===== src/rtl/lsu_pkg.sv =====
package lsu_pkg;
  typedef enum logic [1:0] {
    SZ_BYTE = 2'b00,
    SZ_HALF = 2'b01,
    SZ_WORD = 2'b10,
    SZ_WIDE = 2'b11
  } acc_size_e;
endpackage


===== src/rtl/lsu_agen.sv =====
module lsu_agen
  import lsu_pkg::*;
#(
  parameter int ADDR_W = 32,
  parameter int OFF_W  = 16,
  parameter int LANE_W = 2
) (
  input  logic [ADDR_W-1:0] base,
  input  logic [OFF_W-1:0]  offset,
  input  acc_size_e         size,
  output logic [ADDR_W-1:0] ea,
  output logic [LANE_W-1:0] lane,
  output logic              misalign
);
  localparam int EXT_W = ADDR_W - OFF_W;

  function automatic logic [ADDR_W-1:0] calc_ea(input logic [ADDR_W-1:0] b,
                                                input logic [OFF_W-1:0] o);
    return b + {{EXT_W{o[OFF_W-1]}}, o};
  endfunction

  function automatic logic bad_align(input acc_size_e s, input logic [LANE_W-1:0] l);
    case (s)
      SZ_BYTE: return 1'b0;
      SZ_HALF: return l[0];
      default: return |l;
    endcase
  endfunction

  assign ea       = calc_ea(base, offset);
  assign lane     = ea[LANE_W-1:0];
  assign misalign = bad_align(size, lane);
endmodule


===== src/rtl/lsu_store_steer.sv =====
module lsu_store_steer
  import lsu_pkg::*;
#(
  parameter int DATA_W = 32,
  parameter int NB     = DATA_W / 8,
  parameter int LANE_W = $clog2(NB)
) (
  input  acc_size_e         size,
  input  logic [LANE_W-1:0] lane,
  input  logic [DATA_W-1:0] src,
  output logic [NB-1:0]     be,
  output logic [DATA_W-1:0] wdata
);
  function automatic logic [NB-1:0] size_mask(input acc_size_e s);
    case (s)
      SZ_BYTE: return NB'(1);
      SZ_HALF: return NB'(3);
      default: return {NB{1'b1}};
    endcase
  endfunction

  function automatic logic [DATA_W-1:0] data_mask(input acc_size_e s);
    case (s)
      SZ_BYTE: return DATA_W'(8'hFF);
      SZ_HALF: return DATA_W'(16'hFFFF);
      default: return {DATA_W{1'b1}};
    endcase
  endfunction

  assign be    = size_mask(size) << lane;
  assign wdata = (src & data_mask(size)) << {lane, 3'b000};
endmodule


===== src/rtl/lsu_load_extract.sv =====
module lsu_load_extract
  import lsu_pkg::*;
#(
  parameter int DATA_W = 32,
  parameter int LANE_W = $clog2(DATA_W / 8)
) (
  input  logic              clk,
  input  logic              rst_n,
  input  logic              fire,
  input  acc_size_e         size,
  input  logic [LANE_W-1:0] lane,
  input  logic              uns,
  input  logic [DATA_W-1:0] rdata,
  output logic [DATA_W-1:0] load_data,
  output logic              load_valid
);
  function automatic logic [DATA_W-1:0] widen(input logic [DATA_W-1:0] w,
                                              input logic [LANE_W-1:0] l,
                                              input acc_size_e s,
                                              input logic u);
    logic [DATA_W-1:0] sh;
    sh = w >> {l, 3'b000};
    case (s)
      SZ_BYTE: return {{(DATA_W-8){sh[7] & ~u}}, sh[7:0]};
      SZ_HALF: return {{(DATA_W-16){sh[15] & ~u}}, sh[15:0]};
      default: return w;
    endcase
  endfunction

  always_ff @(posedge clk or negedge rst_n) begin
    if (!rst_n) begin
      load_data  <= '0;
      load_valid <= 1'b0;
    end else begin
      load_valid <= fire;
      if (fire) load_data <= widen(rdata, lane, size, uns);
    end
  end


  hold_between_loads_chk: assert property (@(posedge clk) disable iff (!rst_n)
    !load_valid |-> $stable(load_data));
endmodule


===== src/rtl/lsu_lane_align.sv =====
module lsu_lane_align
  import lsu_pkg::*;
#(
  parameter int DATA_W = 32,
  parameter int ADDR_W = 32,
  parameter int OFF_W  = 16
) (
  input  logic              clk,
  input  logic              rst_n,
  input  logic              req_valid,
  input  logic              req_store,
  input  logic [1:0]        req_size,
  input  logic              req_unsigned,
  input  logic [ADDR_W-1:0] base,
  input  logic [OFF_W-1:0]  offset,
  input  logic [DATA_W-1:0] store_data,
  output logic [ADDR_W-1:0] mem_addr,
  output logic              mem_wr_en,
  output logic              mem_rd_en,
  output logic [DATA_W/8-1:0] mem_be,
  output logic [DATA_W-1:0] mem_wdata,
  input  logic [DATA_W-1:0] mem_rdata,
  output logic [DATA_W-1:0] load_data,
  output logic              load_valid,
  output logic              misalign_fault
);
  localparam int NB     = DATA_W / 8;
  localparam int LANE_W = $clog2(NB);

  acc_size_e         size_w;
  logic [ADDR_W-1:0] ea_w;
  logic [LANE_W-1:0] lane_w;
  logic              misalign_w;
  logic              st_fire_w, ld_fire_w, bad_req_w;
  logic [NB-1:0]     be_w;

  assign size_w = acc_size_e'(req_size);

  lsu_agen #(.ADDR_W(ADDR_W), .OFF_W(OFF_W), .LANE_W(LANE_W)) u_agen (
    .base(base), .offset(offset), .size(size_w),
    .ea(ea_w), .lane(lane_w), .misalign(misalign_w)
  );

  lsu_store_steer #(.DATA_W(DATA_W), .NB(NB), .LANE_W(LANE_W)) u_steer (
    .size(size_w), .lane(lane_w), .src(store_data),
    .be(be_w), .wdata(mem_wdata)
  );

  assign bad_req_w = req_valid & misalign_w;
  assign st_fire_w = req_valid & req_store & ~misalign_w;
  assign ld_fire_w = req_valid & ~req_store & ~misalign_w;

  assign mem_addr  = {ea_w[ADDR_W-1:LANE_W], {LANE_W{1'b0}}};
  assign mem_wr_en = st_fire_w;
  assign mem_rd_en = ld_fire_w;
  assign mem_be    = st_fire_w ? be_w : '0;

  lsu_load_extract #(.DATA_W(DATA_W), .LANE_W(LANE_W)) u_extract (
    .clk(clk), .rst_n(rst_n), .fire(ld_fire_w), .size(size_w), .lane(lane_w),
    .uns(req_unsigned), .rdata(mem_rdata),
    .load_data(load_data), .load_valid(load_valid)
  );

  always_ff @(posedge clk or negedge rst_n) begin
    if (!rst_n) misalign_fault <= 1'b0;
    else        misalign_fault <= bad_req_w;
  end


  misalign_no_strobe_chk: assert property (@(posedge clk) disable iff (!rst_n)
    bad_req_w |-> (!mem_wr_en && !mem_rd_en && mem_be == '0));


  misalign_fault_next_chk: assert property (@(posedge clk) disable iff (!rst_n)
    bad_req_w |=> misalign_fault);


  fault_only_after_bad_chk: assert property (@(posedge clk) disable iff (!rst_n)
    !bad_req_w |=> !misalign_fault);


  load_valid_next_chk: assert property (@(posedge clk) disable iff (!rst_n)
    ld_fire_w |=> load_valid);


  byte_single_lane_chk: assert property (@(posedge clk) disable iff (!rst_n)
    (mem_wr_en && size_w == SZ_BYTE) |-> $countones(mem_be) == 1);


  half_two_lanes_chk: assert property (@(posedge clk) disable iff (!rst_n)
    (mem_wr_en && size_w == SZ_HALF) |-> $countones(mem_be) == 2);


  word_all_lanes_chk: assert property (@(posedge clk) disable iff (!rst_n)
    (mem_wr_en && (size_w == SZ_WORD || size_w == SZ_WIDE)) |-> mem_be == '1);


  idle_no_strobe_chk: assert property (@(posedge clk) disable iff (!rst_n)
    !req_valid |-> (!mem_wr_en && !mem_rd_en));
endmodule


===== config.mk =====
export PLATFORM = sky130hd
export DESIGN_NAME = lsu_lane_align
export DESIGN_NICKNAME = d
export VERILOG_FILES = /design/src/rtl/lsu_pkg.sv /design/src/rtl/lsu_agen.sv /design/src/rtl/lsu_store_steer.sv /design/src/rtl/lsu_load_extract.sv /design/src/rtl/lsu_lane_align.sv
export SDC_FILE = /design/constraint.sdc
export NUM_CORES = 1
export LEC_CHECK = 0
export ABC_AREA = 1
export CAP_MARGIN = 20
export CORE_MARGIN = 5
export CORE_UTILIZATION = 40
export DETAILED_ROUTE_END_ITERATION = 7
export PLACE_DENSITY = 0.74
export SLEW_MARGIN = 30
export SYNTH_ARGS = -nofsm -noshare
export SYNTH_HDL_FRONTEND = slang
export SYNTH_HIERARCHICAL = 1
export SYNTH_SLANG_ARGS = --single-unit

===== constraint.sdc =====
create_clock -name clk -period 3.2 [get_ports clk]
set_input_delay 0.64 -clock clk [delete_from_list [all_inputs] [get_ports clk]]
set_output_delay 0.64 -clock clk [all_outputs]
set_load 0.02 [all_outputs]

==> key figures <==
Run status
  – Status: finished, final reports clean

Detailed routing
  – Routed wl met3: a little over 2000 um
  – Via-to-Cell Ratio: approximately 4.8
  – WL met1: 8500 um
  – Max layer used: met4
  – Starting DRT DRC Count: between 400 and 500
  – Initial DRT Pass Iterations: 6
  – Final wirelength: about 21000 um
  – # DRC: 0
  – WL/cell: around 14 um
  – Detail Route met2 WL: slightly below 10000 um
  – Post-route antenna net violation count: 0
  – Vias: around 7000

Timing
  – Slew Limit Fails: 0
  – Layout Skew: 0 ns
  – Max Clk Rate: approximately 320 MHz
  – Final hold slack: about 0.48 ns
  – Final period util: slightly below 100%
  – RSZ-0062 raised after global routing: false
  – Final Critical Period: ~3.1 ns
  – Final setup violation count: 0
  – Hold Fails Final Rpt: 0

Synth
  – Synth area leaders: nand2_1, dfrtp_1, inv_1
  – Ys async rst share: 100%
  – Flops & latches, synth: 34
  – Adder-cell share of the synthesized area: 7.50%
  – Most frequent cell after synthesis: nand2_1
  – Top cell type's share of synthesized area: a little over a quarter
  – Post-synth EDFFs: 0
  – Ys Warns: 6
  – Post-synthesis sequential area ratio: about 16%
  – Distinct cells, synth: 35
  – Synth area leader: nand2_1
  – Post-synthesis simple-gate area fraction: about 47%
  – Compound-gate portion of the synthesized area: between 10% and 20%
  – Commonest cells in the netlist: nand2_1, inv_1, nand3_1
  – Avg Inst Size Synth: roughly 5.5 um2
  – Mapped Area: 0.00544 mm2
  – Gate Count Post-Synth: 994
  – Synth Area in XOR/XNOR: 2.58%
  – Mux cell area share after synthesis: 0%
  – Post-synth top flop: dfrtp_1
  – Main combinational cell family by area after synthesis: simple AND/OR/NAND/NOR gates

Setup path
  – Crit path DAT: 2.44 ns
  – Setup crit end kind: output port
  – Max FO, Critical Path: 4
  – Type of origin of the critical path: input pin
  – Worst EP required: 2.56 ns
  – Crit Path Category: in -> out

Clock network
  – Cts hold-fix bufs: 0
  – CTS Buf Count: 5
  – Clk buf depth: 2
  – Clock insertion delay at the later pin of the skew report: approximately 0.28 ns
  – Clock sink count: 34
  – CTS tree: done
  – Clock-pin slew on the worst setup and hold paths: 0.05 ns
  – # H-tree levels: 2
  – CTS root buf: clkbuf_16

Power
  – Combinational Power Share: 66.3%
  – Leakage: between 4 and 5 nW
  – Internal power: around 0.0018 W
  – Sequential Power Share: 18.6%
  – Clock share of power: about 15%
  – Max VDD drop: roughly 210 uV
  – Sw frac: around 44%
  – P_sw: 0.00141 W
  – P per Cell Area: 368 mW/mm2

Floorplanning
  – Die Wd: between 100 and 150 um
  – DIE AREA: approximately 0.016 mm2
  – Num rows: 42
  – Core ar.: around 0.013 mm2
  – IO Count: ~220
  – Starting Density: 40.9%
  – Die Ht: ~130 um

GRT
  – Gr usage total: 24.4%
  – Total overflow reported by the global router: 0
  – Antenna violations before repair: 0
  – Vias in the first global route: around 6600
  – Global-route wire length before repair: about 33000 um
  – Largest net degree at the start of global routing: 36

Placed design
  – Cells after DPL: roughly 1400
  – GPL Wtd Cong: between 0.9 and 1
  – DP HPWL: 16500 um
  – Port Buf Inserts: 220

Job
  – Max_cap viols: 0

Worst hold path
  – Hold crit path type: reg -> reg

Finish
  – Nets: around 1400
  – Fin cells: approximately 1500
  – Ratio of cells with drive above 1 in the final layout: 21.0%
  – Area Growth Syn to Fin: 60.9%
  – Fillers: 1247
==> per-stage QoR <==
step                      setup TNS [ns]  utilization (%)  worst slack, ns  total power [W]  cell area (um2)
after global routing                   0             65.8         0.000250          0.00344             8750
after global placement            -29.47             62.7           -0.475          0.00271             8330
after floorplan                        0                -            0.268          0.00172             5450
final                                  0             65.8            0.122          0.00322             8750
after CTS                       -0.00381             64.7         -0.00216          0.00319             8600
after detailed placement          -32.17             62.7           -0.508          0.00274             8330
==> placed cells by master (no fill, tap or decap), types with 9 or more instances in the layout <==
| master | count |
|---|---|
| dfrtp_1 | 34 |
| nand2_1 | 367 |
| ha_1 | 10 |
| o21ai_0 | 30 |
| inv_1 | 176 |
| nand3_2 | 9 |
| nor2_1 | 62 |
| nand3_1 | 77 |
| nor2_2 | 13 |
| a21oi_1 | 54 |
| xor2_1 | 13 |
| clkdlybuf4s15_2 | 14 |
| buf_2 | 22 |
| dlygate4sd2_1 | 13 |
| ha_4 | 19 |
| inv_2 | 9 |
| clkdlybuf4s50_1 | 148 |
| nand2_2 | 28 |
| or2_2 | 16 |
| a21oi_2 | 16 |
| buf_4 | 85 |
==> state kept, by name, indices dropped and copies added, names as in the netlist <==
signal	count
u_extract/load_data	32
misalign_fault	1
u_extract/load_valid	1
==> worst max-delay path, stage by stage <==
cell and delay [ns]:
clkdlybuf4s50_1 0.41, ha_2 0.37, nand2_2 0.08, inv_2 0.06, nand2_1 0.06, nor3_1 0.14
nand2_1 0.09, nand2_2 0.11, xor2_1 0.25, buf_2 0.22
==> kinds of logic (layout without fill, tap and decap cells) <==
group           Yosys count  count (layout)
compound gates          107             107
xor+xnor                 16              16
fa+ha+maj                32              32
simple gates            588             588
other cells               1               3
buf+inv                 216             499
flops                    34              34
==> final cells by class <==
type	count	area (um2)	share of cell area, %
Inverter	186	703	8.03
Multi-Input combinational cell	745	4030	46.0
Timing Repair Buffer	305	2800	32.0
Clock buffer	6	139	1.59
Antenna cell	1	2.50	0.0286
Sequential cell	34	851	9.72
Clock inverter	2	12.5	0.143
Tap cell	176	220	2.52
==> what timing repair did <==
action                     CTS  global route
pin swaps                    4             4
setup endpoints to repair   87            65
buffers inserted             3             0
gates resized for setup    237            34
cloned                       1             0
==> power groups by stage <==
stage	registers (W)	clock network [W]	logic (W)
floorplan	0.000744	0	0.000972
global placement	0.000601	0	0.00211
detailed placement	0.000605	0	0.00213
CTS	0.000600	0.000495	0.00210
global route	0.000617	0.000510	0.00231
finish	0.000599	0.000487	0.00214
==> layer usage <==
| layer | vias to the layer above | global-route usage, % |
|---|---|---|
| li1 | 3599 | - |
| met1 | 3089 | 30.7 |
| met2 | 315 | 42.8 |
| met3 | 35 | 5.34 |
| met4 | 0 | 5.30 |
| met5 | - | 0 |
==> final timing paths <==
path                                         start                      end  slack (ns)  depth (start not counted)
min in group asynchronous                    rst_n  u_extract/load_data[31]        0.80                          2
hold reg to reg             u_extract/load_data[6]   u_extract/load_data[6]        0.48                          2
max in group asynchronous                    rst_n  u_extract/load_data[18]        2.08                          2
setup / recovery                          base[11]             mem_addr[13]        0.12                         10
hold / removal              u_extract/load_data[6]   u_extract/load_data[6]        0.48                          2
setup reg to reg           u_extract/load_data[21]  u_extract/load_data[21]        2.32                          3
Power figures use the tool's default switching activity.
